--- config.mk ---
export PLATFORM = sky130hd
export DESIGN_NAME = fetch_pc_unit
export DESIGN_NICKNAME = d
export VERILOG_FILES = /design/src/rtl/fetch_pc_pkg.sv /design/src/rtl/pc_op_decode.sv /design/src/rtl/ret_stack.sv /design/src/rtl/fetch_pc_unit.sv
export SDC_FILE = /design/constraint.sdc
export NUM_CORES = 1
export LEC_CHECK = 0
export CELL_PAD_IN_SITES_DETAIL_PLACEMENT = 1
export CELL_PAD_IN_SITES_GLOBAL_PLACEMENT = 2
export CORE_UTILIZATION = 30
export DETAILED_ROUTE_END_ITERATION = 8
export HOLD_SLACK_MARGIN = 0.05
export PLACE_DENSITY = 0.74
export SLEW_MARGIN = 20
export SYNTH_ARGS = -nofsm -noshare
export SYNTH_HDL_FRONTEND = slang
export SYNTH_SLANG_ARGS = --single-unit
--- constraint.sdc ---
create_clock -name clk -period 3.2 [get_ports clk]
set_clock_uncertainty 0.05 [all_clocks]
set_input_delay 0.48 -clock clk [delete_from_list [all_inputs] [get_ports clk]]
set_output_delay 0.48 -clock clk [all_outputs]
set_load 0.03 [all_outputs]
--- src/rtl/fetch_pc_pkg.sv ---
package fetch_pc_pkg;
    typedef enum logic [2:0] {
        OP_HOLD,
        OP_INC,
        OP_JUMP,
        OP_CALL,
        OP_RET,
        OP_IRQ
    } pc_op_e;
endpackage

--- src/rtl/pc_op_decode.sv ---
module pc_op_decode
    import fetch_pc_pkg::*;
(
    input  logic   adv_i,
    input  logic   jump_i,
    input  logic   call_i,
    input  logic   ret_i,
    input  logic   irq_ack_i,
    input  logic   stall_i,
    output pc_op_e op_o,
    output logic   push_o,
    output logic   pop_o
);
    // Fixed priority: stall, interrupt, return, call, jump, advance.
    always_comb begin
        if (stall_i)        op_o = OP_HOLD;
        else if (irq_ack_i) op_o = OP_IRQ;
        else if (ret_i)     op_o = OP_RET;
        else if (call_i)    op_o = OP_CALL;
        else if (jump_i)    op_o = OP_JUMP;
        else if (adv_i)     op_o = OP_INC;
        else                op_o = OP_HOLD;
        push_o = (op_o == OP_CALL) || (op_o == OP_IRQ);
        pop_o  = (op_o == OP_RET);
    end
endmodule

--- src/rtl/ret_stack.sv ---
module ret_stack #(
    parameter int DATA_W = 13,
    parameter int DEPTH  = 8
) (
    input  logic              clk,
    input  logic              rst_n,
    input  logic              push_i,
    input  logic              pop_i,
    input  logic [DATA_W-1:0] push_data_i,
    output logic [DATA_W-1:0] top_o
);
    localparam int PTR_W = (DEPTH > 1) ? $clog2(DEPTH) : 1;
    localparam logic [PTR_W-1:0] LAST = PTR_W'(DEPTH - 1);

    typedef struct packed {
        logic [PTR_W-1:0]                  ptr;
        logic [DEPTH-1:0][DATA_W-1:0]      slots;
    } stk_t;

    stk_t st_d, st_q;
    logic [PTR_W-1:0] ptr_inc, ptr_dec;

    always_comb begin
        ptr_inc = (st_q.ptr == LAST) ? '0 : st_q.ptr + PTR_W'(1);
        ptr_dec = (st_q.ptr == '0) ? LAST : st_q.ptr - PTR_W'(1);
        top_o   = st_q.slots[ptr_dec];
        st_d    = st_q;
        if (push_i) begin
            st_d.slots[st_q.ptr] = push_data_i;
            st_d.ptr             = ptr_inc;
        end else if (pop_i) begin
            st_d.ptr = ptr_dec;
        end
    end

    always_ff @(posedge clk or negedge rst_n) begin
        if (!rst_n) st_q <= '0;
        else        st_q <= st_d;
    end
endmodule

--- src/rtl/fetch_pc_unit.sv ---
module fetch_pc_unit
    import fetch_pc_pkg::*;
#(
    parameter int          PC_W    = 13,
    parameter int          FETCH_W = 10,
    parameter int          DEPTH   = 8,
    parameter logic [12:0] RST_VEC = 13'h0000,
    parameter logic [12:0] IRQ_VEC = 13'h0004
) (
    input  logic               clk,
    input  logic               rst_n,
    input  logic               adv_i,
    input  logic               jump_i,
    input  logic               call_i,
    input  logic               ret_i,
    input  logic               irq_ack_i,
    input  logic               stall_i,
    input  logic [PC_W-1:0]    target_i,
    output logic [FETCH_W-1:0] fetch_addr_o,
    output logic [PC_W-1:0]    pc_o
);
    localparam logic [PC_W-1:0] RST_PC = PC_W'(RST_VEC);
    localparam logic [PC_W-1:0] IRQ_PC = PC_W'(IRQ_VEC);

    typedef struct packed {
        logic [PC_W-1:0] pc;
    } pc_state_t;

    pc_state_t       st_d, st_q;
    pc_op_e          op;
    logic            push, pop;
    logic [PC_W-1:0] pc_plus1, stack_top;

    pc_op_decode u_dec (
        .adv_i    (adv_i),
        .jump_i   (jump_i),
        .call_i   (call_i),
        .ret_i    (ret_i),
        .irq_ack_i(irq_ack_i),
        .stall_i  (stall_i),
        .op_o     (op),
        .push_o   (push),
        .pop_o    (pop)
    );

    ret_stack #(.DATA_W(PC_W), .DEPTH(DEPTH)) u_stack (
        .clk        (clk),
        .rst_n      (rst_n),
        .push_i     (push),
        .pop_i      (pop),
        .push_data_i(pc_plus1),
        .top_o      (stack_top)
    );

    always_comb begin
        pc_plus1 = st_q.pc + PC_W'(1);
        st_d     = st_q;
        unique case (op)
            OP_INC:            st_d.pc = pc_plus1;
            OP_JUMP, OP_CALL:  st_d.pc = target_i;
            OP_RET:            st_d.pc = stack_top;
            OP_IRQ:            st_d.pc = IRQ_PC;
            default:           st_d.pc = st_q.pc;
        endcase
    end

    always_ff @(posedge clk or negedge rst_n) begin
        if (!rst_n) st_q.pc <= RST_PC;
        else        st_q    <= st_d;
    end

    // Only the low 1K words exist; higher counter values alias into them.
    assign fetch_addr_o = st_q.pc[FETCH_W-1:0];
    assign pc_o         = st_q.pc;
endmodule

-- Yosys cells after proc, flatten, opt, wreduce, memory -nomap -nowiden
Cells that the tools add are included.
- register bits: 120
- logic and storage cells: 44
- eq/ne operators: 6
- add/subtract/negate cells: 3
- multiplexer cells: 16
- reductions and logical operators: 6
- magnitude comparators: 3
- operators by type and width (cell ; number):
    $bwmux W104 ; 1
    $pmux W13 S4 ; 1
    $bmux W13 S3 ; 1
    $demux W13 S3 ; 1
    $mux W3 ; 9
    $mux W13 ; 2
    $add A13 B1 Y13 const B ; 1
    $eq A3 B3 Y1 const B ; 3
    $lt A3 B4 Y1 const B ; 2
    $eq A3 B2 Y1 const B ; 2
    $reduce_bool A4 Y1 ; 1
    $add A3 B1 Y3 const B ; 1
    $eq A3 B1 Y1 const B ; 1
    $ge A3 B1 Y1 const B ; 1
    $logic_not A3 Y1 ; 1
    $sub A3 B1 Y3 const B ; 1
    $reduce_bool A2 Y1 ; 1
    $reduce_or A2 Y1 ; 1
    $logic_and A1 B1 Y1 ; 1
    $logic_or A1 B1 Y1 ; 1
    $mux W1 ; 1

-- Depth between registers and ports, before layout
- word-level depth: 9
- gate-level depth with buffers: 12
- mapped depth without buffers: 8

-- Cells and area by module
From an unflattened synthesis, not the netlist that was laid out.
- cells, all modules: 490
- area total of the unflattened synthesis: 6286.0 um^2
- modules (own cells, without submodules) (module ; sequential area each (um^2) ; area an instance (um^2) ; cells an instance ; instances):
    ret_stack ; 2677.6 ; 5063.6 ; 345 ; 1
    fetch_pc_unit ; 325.3 ; 1157.4 ; 134 ; 1
    pc_op_decode ; 0.0 ; 65.1 ; 11 ; 1

-- Least setup slack after synthesis
No wires, ideal clock.
- path kind: reg-to-reg
- from: register u_stack.st_q[104] in the netlist's numbering
- to: register st_q, in the netlist pc_o[5]
- path buffers: 4
- stages on the path, launching flop included: 13
- path slack: 0.753 ns
- setup time: 0.144 ns
- period minus slack after synthesis: 2.447 ns
- arrival: 2.253 ns
- path through: dfrtp_1 buf_4 inv_2 buf_2 ha_1 ha_1 nand2b_1 clkbuf_1 buf_4 mux2i_1 o22ai_1 o21ai_0 o211ai_1
- cells in the longest elaborated chain, start to end: 5
- elaborated cells between the ends (all ways): 6
- those cells by class: add/sub: 1; mux: 4; reduce/logical: 1
- RTL lines (element ; line ; text):
    start: declaration ; ret_stack.sv:20 ; stk_t st_d, st_q;
    start signal: assignment ; ret_stack.sv:38 ; else st_q <= st_d;
    $sub A3 B1 Y3 / $logic_not A3 Y1 (equally long branches) ; ret_stack.sv:25 ; ptr_dec = (st_q.ptr == '0) ? LAST : st_q.ptr - PTR_W'(1);
    $mux W3 * ; ret_stack.sv:25 ;
    $bmux W13 S3 * ; ret_stack.sv:26 ; top_o = st_q.slots[ptr_dec];
    $mux W13 (implied by the code) * ; ret_stack.sv:26 ;
    $pmux W13 S4 * ; fetch_pc_unit.sv:58 ; unique case (op)
    end signal: assignment ; fetch_pc_unit.sv:69 ; else st_q <= st_d;
    end: declaration ; fetch_pc_unit.sv:29 ; pc_state_t st_d, st_q;
Mark *: on every way between the ends. The rest lies on a longest branch, timed or not. The select of a mux whose other input is x is not followed.
A chain may end at the register's enable or synchronous reset.

-- Worst setup path after layout
- from: register u_stack.st_q[106] in the netlist's numbering
- to: register st_q, in the netlist pc_o[11]
Same word-level chain as after synthesis.

==> metrics.csv <==
stage;metric;value;unit
detailed_routing;wl_per_cell;20.2;µm
detailed_routing;first_iter_violations;213;
detailed_routing;wl;19.1;mm
worst_setup_path;crit_start;u_stack.st_q[106];
detailed_routing;remaining_drc_errors;0;
worst_setup_path;crit_path_max_fanout;7;
die;die_area;20700;µm²
synthesis;synth_area_leaders;dfrtp_1 50%, a21oi_1 5.5%, o21ai_0 5.2%, nand2_1 4.5%, nor2_1 3.9%;
global_route;grt_use_met3;0.0460;
power;peakVddDrop;394;µV
synthesis;async_flop_share;1.00;
worst_setup_path;crit_path_start_kind;flop;
global_route;gr-total-overflow;0;
timing;hold_viol_final;0;
layout;final_cell_area;7370;µm²
synthesis;ys_ff_latch;120;
timing;tns;0;ns
die;start_util;0.308;
timing;max_slew_margin;0.322;
worst_setup_path;crit_arrival;2.86;ns
synthesis;synth_area;6040;µm²
clock_tree;clk_pin_slew;0.06;ns
detailed_routing;vias;4917;
placement;dpl_cell_area;6790;µm²
flow_run;maxCapViolations;0;
timing;setup_viol;0;
die;die_h;144;µm
synthesis;syn-instance-count;625;
global_route;global_route.peak_usage_layer;met2;
synthesis;synth_warnings;0;
layout;layout-drive-gt1-share;0.137;
die;fp-row-count;51;
worst_hold_path;min_path_type;flop to flop;
global_route;use_met1;0.255;
global_route;grt_pass1_vias;5282;
worst_hold_path;whs_endpoint;u_stack.st_q[57];
synthesis;synthMostInstantiatedCell;dfrtp_1;
worst_setup_path;r2r_end;pc_o[11];
power;combPwrFrac;0.425;
worst_setup_path;end_kind;flop;
synthesis;synth.top_cell.area_share;0.498;
global_route;antenna_found_initial;0;
worst_setup_path;crit_type;flop to flop;
timing;slew_violations;0;
worst_setup_path;r2r_cells;7;
clock_tree;clk_latency;0.42;ns
synthesis;post_synth.cell_area_avg;9.66;µm²
global_route;gr-usage-met2;0.337;
clock_tree;cts_setup_buffers;0;
layout;nNetsFinal;694;
clock_tree;clk_path_buf_depth;2;
placement;dp_hpwl;13.7;mm
power;p_sw;3.28;mW
clock_tree;numCtsBuffers;17;
timing;period_minus_slack;2.63;ns
worst_hold_path;worstHoldPathCells;2;
power;power.internal;4.77;mW
global_route;grt.total_usage;0.201;
timing;worst_pin_slew;1.01;ns
outcome;run_status;finished, final reports clean;
worst_setup_path;worstReg2RegStart;u_stack.st_q[106];
layout;diodes;0;
clock_tree;cts.repair.resized;0;
synthesis;synth_seq_area_share;0.498;
clock_tree;cts_tree;yes;
synthesis;synth_edf_count;0;
power;seqPwrFrac;0.339;
placement;portBuffers;43;
layout;area_growth;22.1;%
timing;finalCritPeriodShare;0.821;
synthesis;syn_nets;651;
global_route;grt_max_degree;45;
timing;rsz0062_at_grt;no;
die;core_area;19600;µm²
worst_setup_path;ff2ff_setup_slack;0.57;ns
clock_tree;cts-root-buf;clkbuf_16;
power;leakage;3.11;nW
timing;timing.fmax;381;MHz
layout;fillers;2214;
clock_tree;clkSinkCount;120;
detailed_routing;vias_per_cell;5.20;
worst_hold_path;min_from;u_stack.st_q[57];
detailed_routing;antenna_left;0;
worst_setup_path;worstPathRequired;3.43;ns
power;power_frac_clock;0.236;
clock_tree;cts_hold_buf;1;
timing;holdWs;0.425;ns
synthesis;yosysTopAreaCell;dfrtp_1;
synthesis;netlist_top_cells_count;120 x dfrtp_1, 73 x nand2_1, 66 x a21oi_1;
placement;gp_congestion;0.839;
power;switching_share;0.407;
power;powerDensity;1090;nW/µm²
synthesis;ys_types;60;
clock_tree;h-tree-depth;4;
die;die_w;144;µm
synthesis;dominantRegCellSynth;dfrtp_1;
die;io_pins;44;
global_route;grt_pass1_wl;30.4;mm
detailed_routing;dr.pass1.iters;6;
-- power by group through the flow --
stage | Combinational, mW | Clock, mW | Sequential [mW]
2_1_floorplan | 2.19 | 0 | 2.67
3_3_place_gp | 3.31 | 0 | 2.69
3_5_place_dp | 3.42 | 0 | 2.74
4_1_cts | 3.44 | 1.93 | 2.72
5_1_grt | 3.73 | 1.99 | 2.82
6_report | 3.42 | 1.90 | 2.73
-- metrics by stage --
stage / instances / setup slack [ns] / power (mW) / utilization
CTS: 945 / 0.580 / 8.09 / 0.376
finish: 945 / 0.574 / 8.04 / 0.376
detailed placement: 913 / 0.436 / 6.15 / 0.346
global route: 945 / 0.406 / 8.54 / 0.376
global placement: 913 / 0.524 / 5.99 / 0.346
floorplan: 625 / 0.753 / 4.86 / -
-- flip-flops by register name, indices dropped and copies added (netlist names) --
register,cells
pc_o,13
u_stack.st_q,107
-- cell type report --
| cell class | instances | area, µm² | area share |
|---|---|---|---|
| Multi-Input combinational cell | 436 | 2680 | 0.364 |
| Clock inverter | 9 | 126 | 0.0172 |
| Tap cell | 265 | 332 | 0.0450 |
| Sequential cell | 120 | 3000 | 0.408 |
| Inverter | 16 | 60.1 | 0.00815 |
| Clock buffer | 22 | 444 | 0.0603 |
| Timing Repair Buffer | 77 | 723 | 0.0982 |
-- placed cells by master (no fill, tap or decap), types with 5 or more instances in the layout --
cell type,n
mux4_2,8
nand2_1,73
clkbuf_1,5
buf_4,31
nand3_1,14
nor2_1,62
nand2b_1,6
inv_1,13
mux2_2,13
xnor2_1,6
and3_1,5
xor2_1,5
nor3_1,9
clkdlybuf4s50_1,42
o21ai_0,63
ha_1,5
a221oi_1,6
clkbuf_16,17
dfrtp_1,120
a31oi_1,5
a21oi_1,66
mux2i_1,18
o22ai_1,13
-- logic make-up (layout without fill, tap and decap cells) --
logic type                 Yosys count  count (layout)  share of synthesized area
DFF                                120             120                      0.498
muxes                               39              39                     0.0840
and+or+nand+nor                    194             194                      0.151
buffers and inverters               69             124                     0.0597
adders and majority gates            5               5                     0.0104
AOI/OAI and AO/OA                  187             187                      0.182
xor gates and xnor gates            11              11                     0.0160
-- worst max path at each step --
| stage | slack, ns | endpoint | depth (start not counted) |
|---|---|---|---|
| finish | 0.57 | pc_o[11] | 7 |
| global route | 0.41 | pc_o[11] | 7 |
| CTS | 0.58 | pc_o[3] | 7 |
| detailed placement | 0.44 | u_stack.st_q[97] | 7 |
| global placement | 0.52 | u_stack.st_q[62] | 7 |
| floorplan | 0.75 | pc_o[5] | 12 |
-- critical path, stage by stage (launching register included) --
cell and delay (ns):
dfrtp_1 0.47, clkinv_1 0.33, ha_1 0.52, inv_1 0.18, a2111oi_0 0.44, a31oi_1 0.11, nand4_1 0.26, a31oi_1 0.13
-- per-layer routing --
metal / part of all wire / routed length (µm) / vias to the layer above
li1: - / - / 2302
met1: 0.46 / 8780 / 2497
met3: 0.041 / 779 / 13
met5: 0 / 0 / -
met2: 0.49 / 9280 / 105
met4: 0.014 / 259 / 0
(Power assumes the default switching activity.)
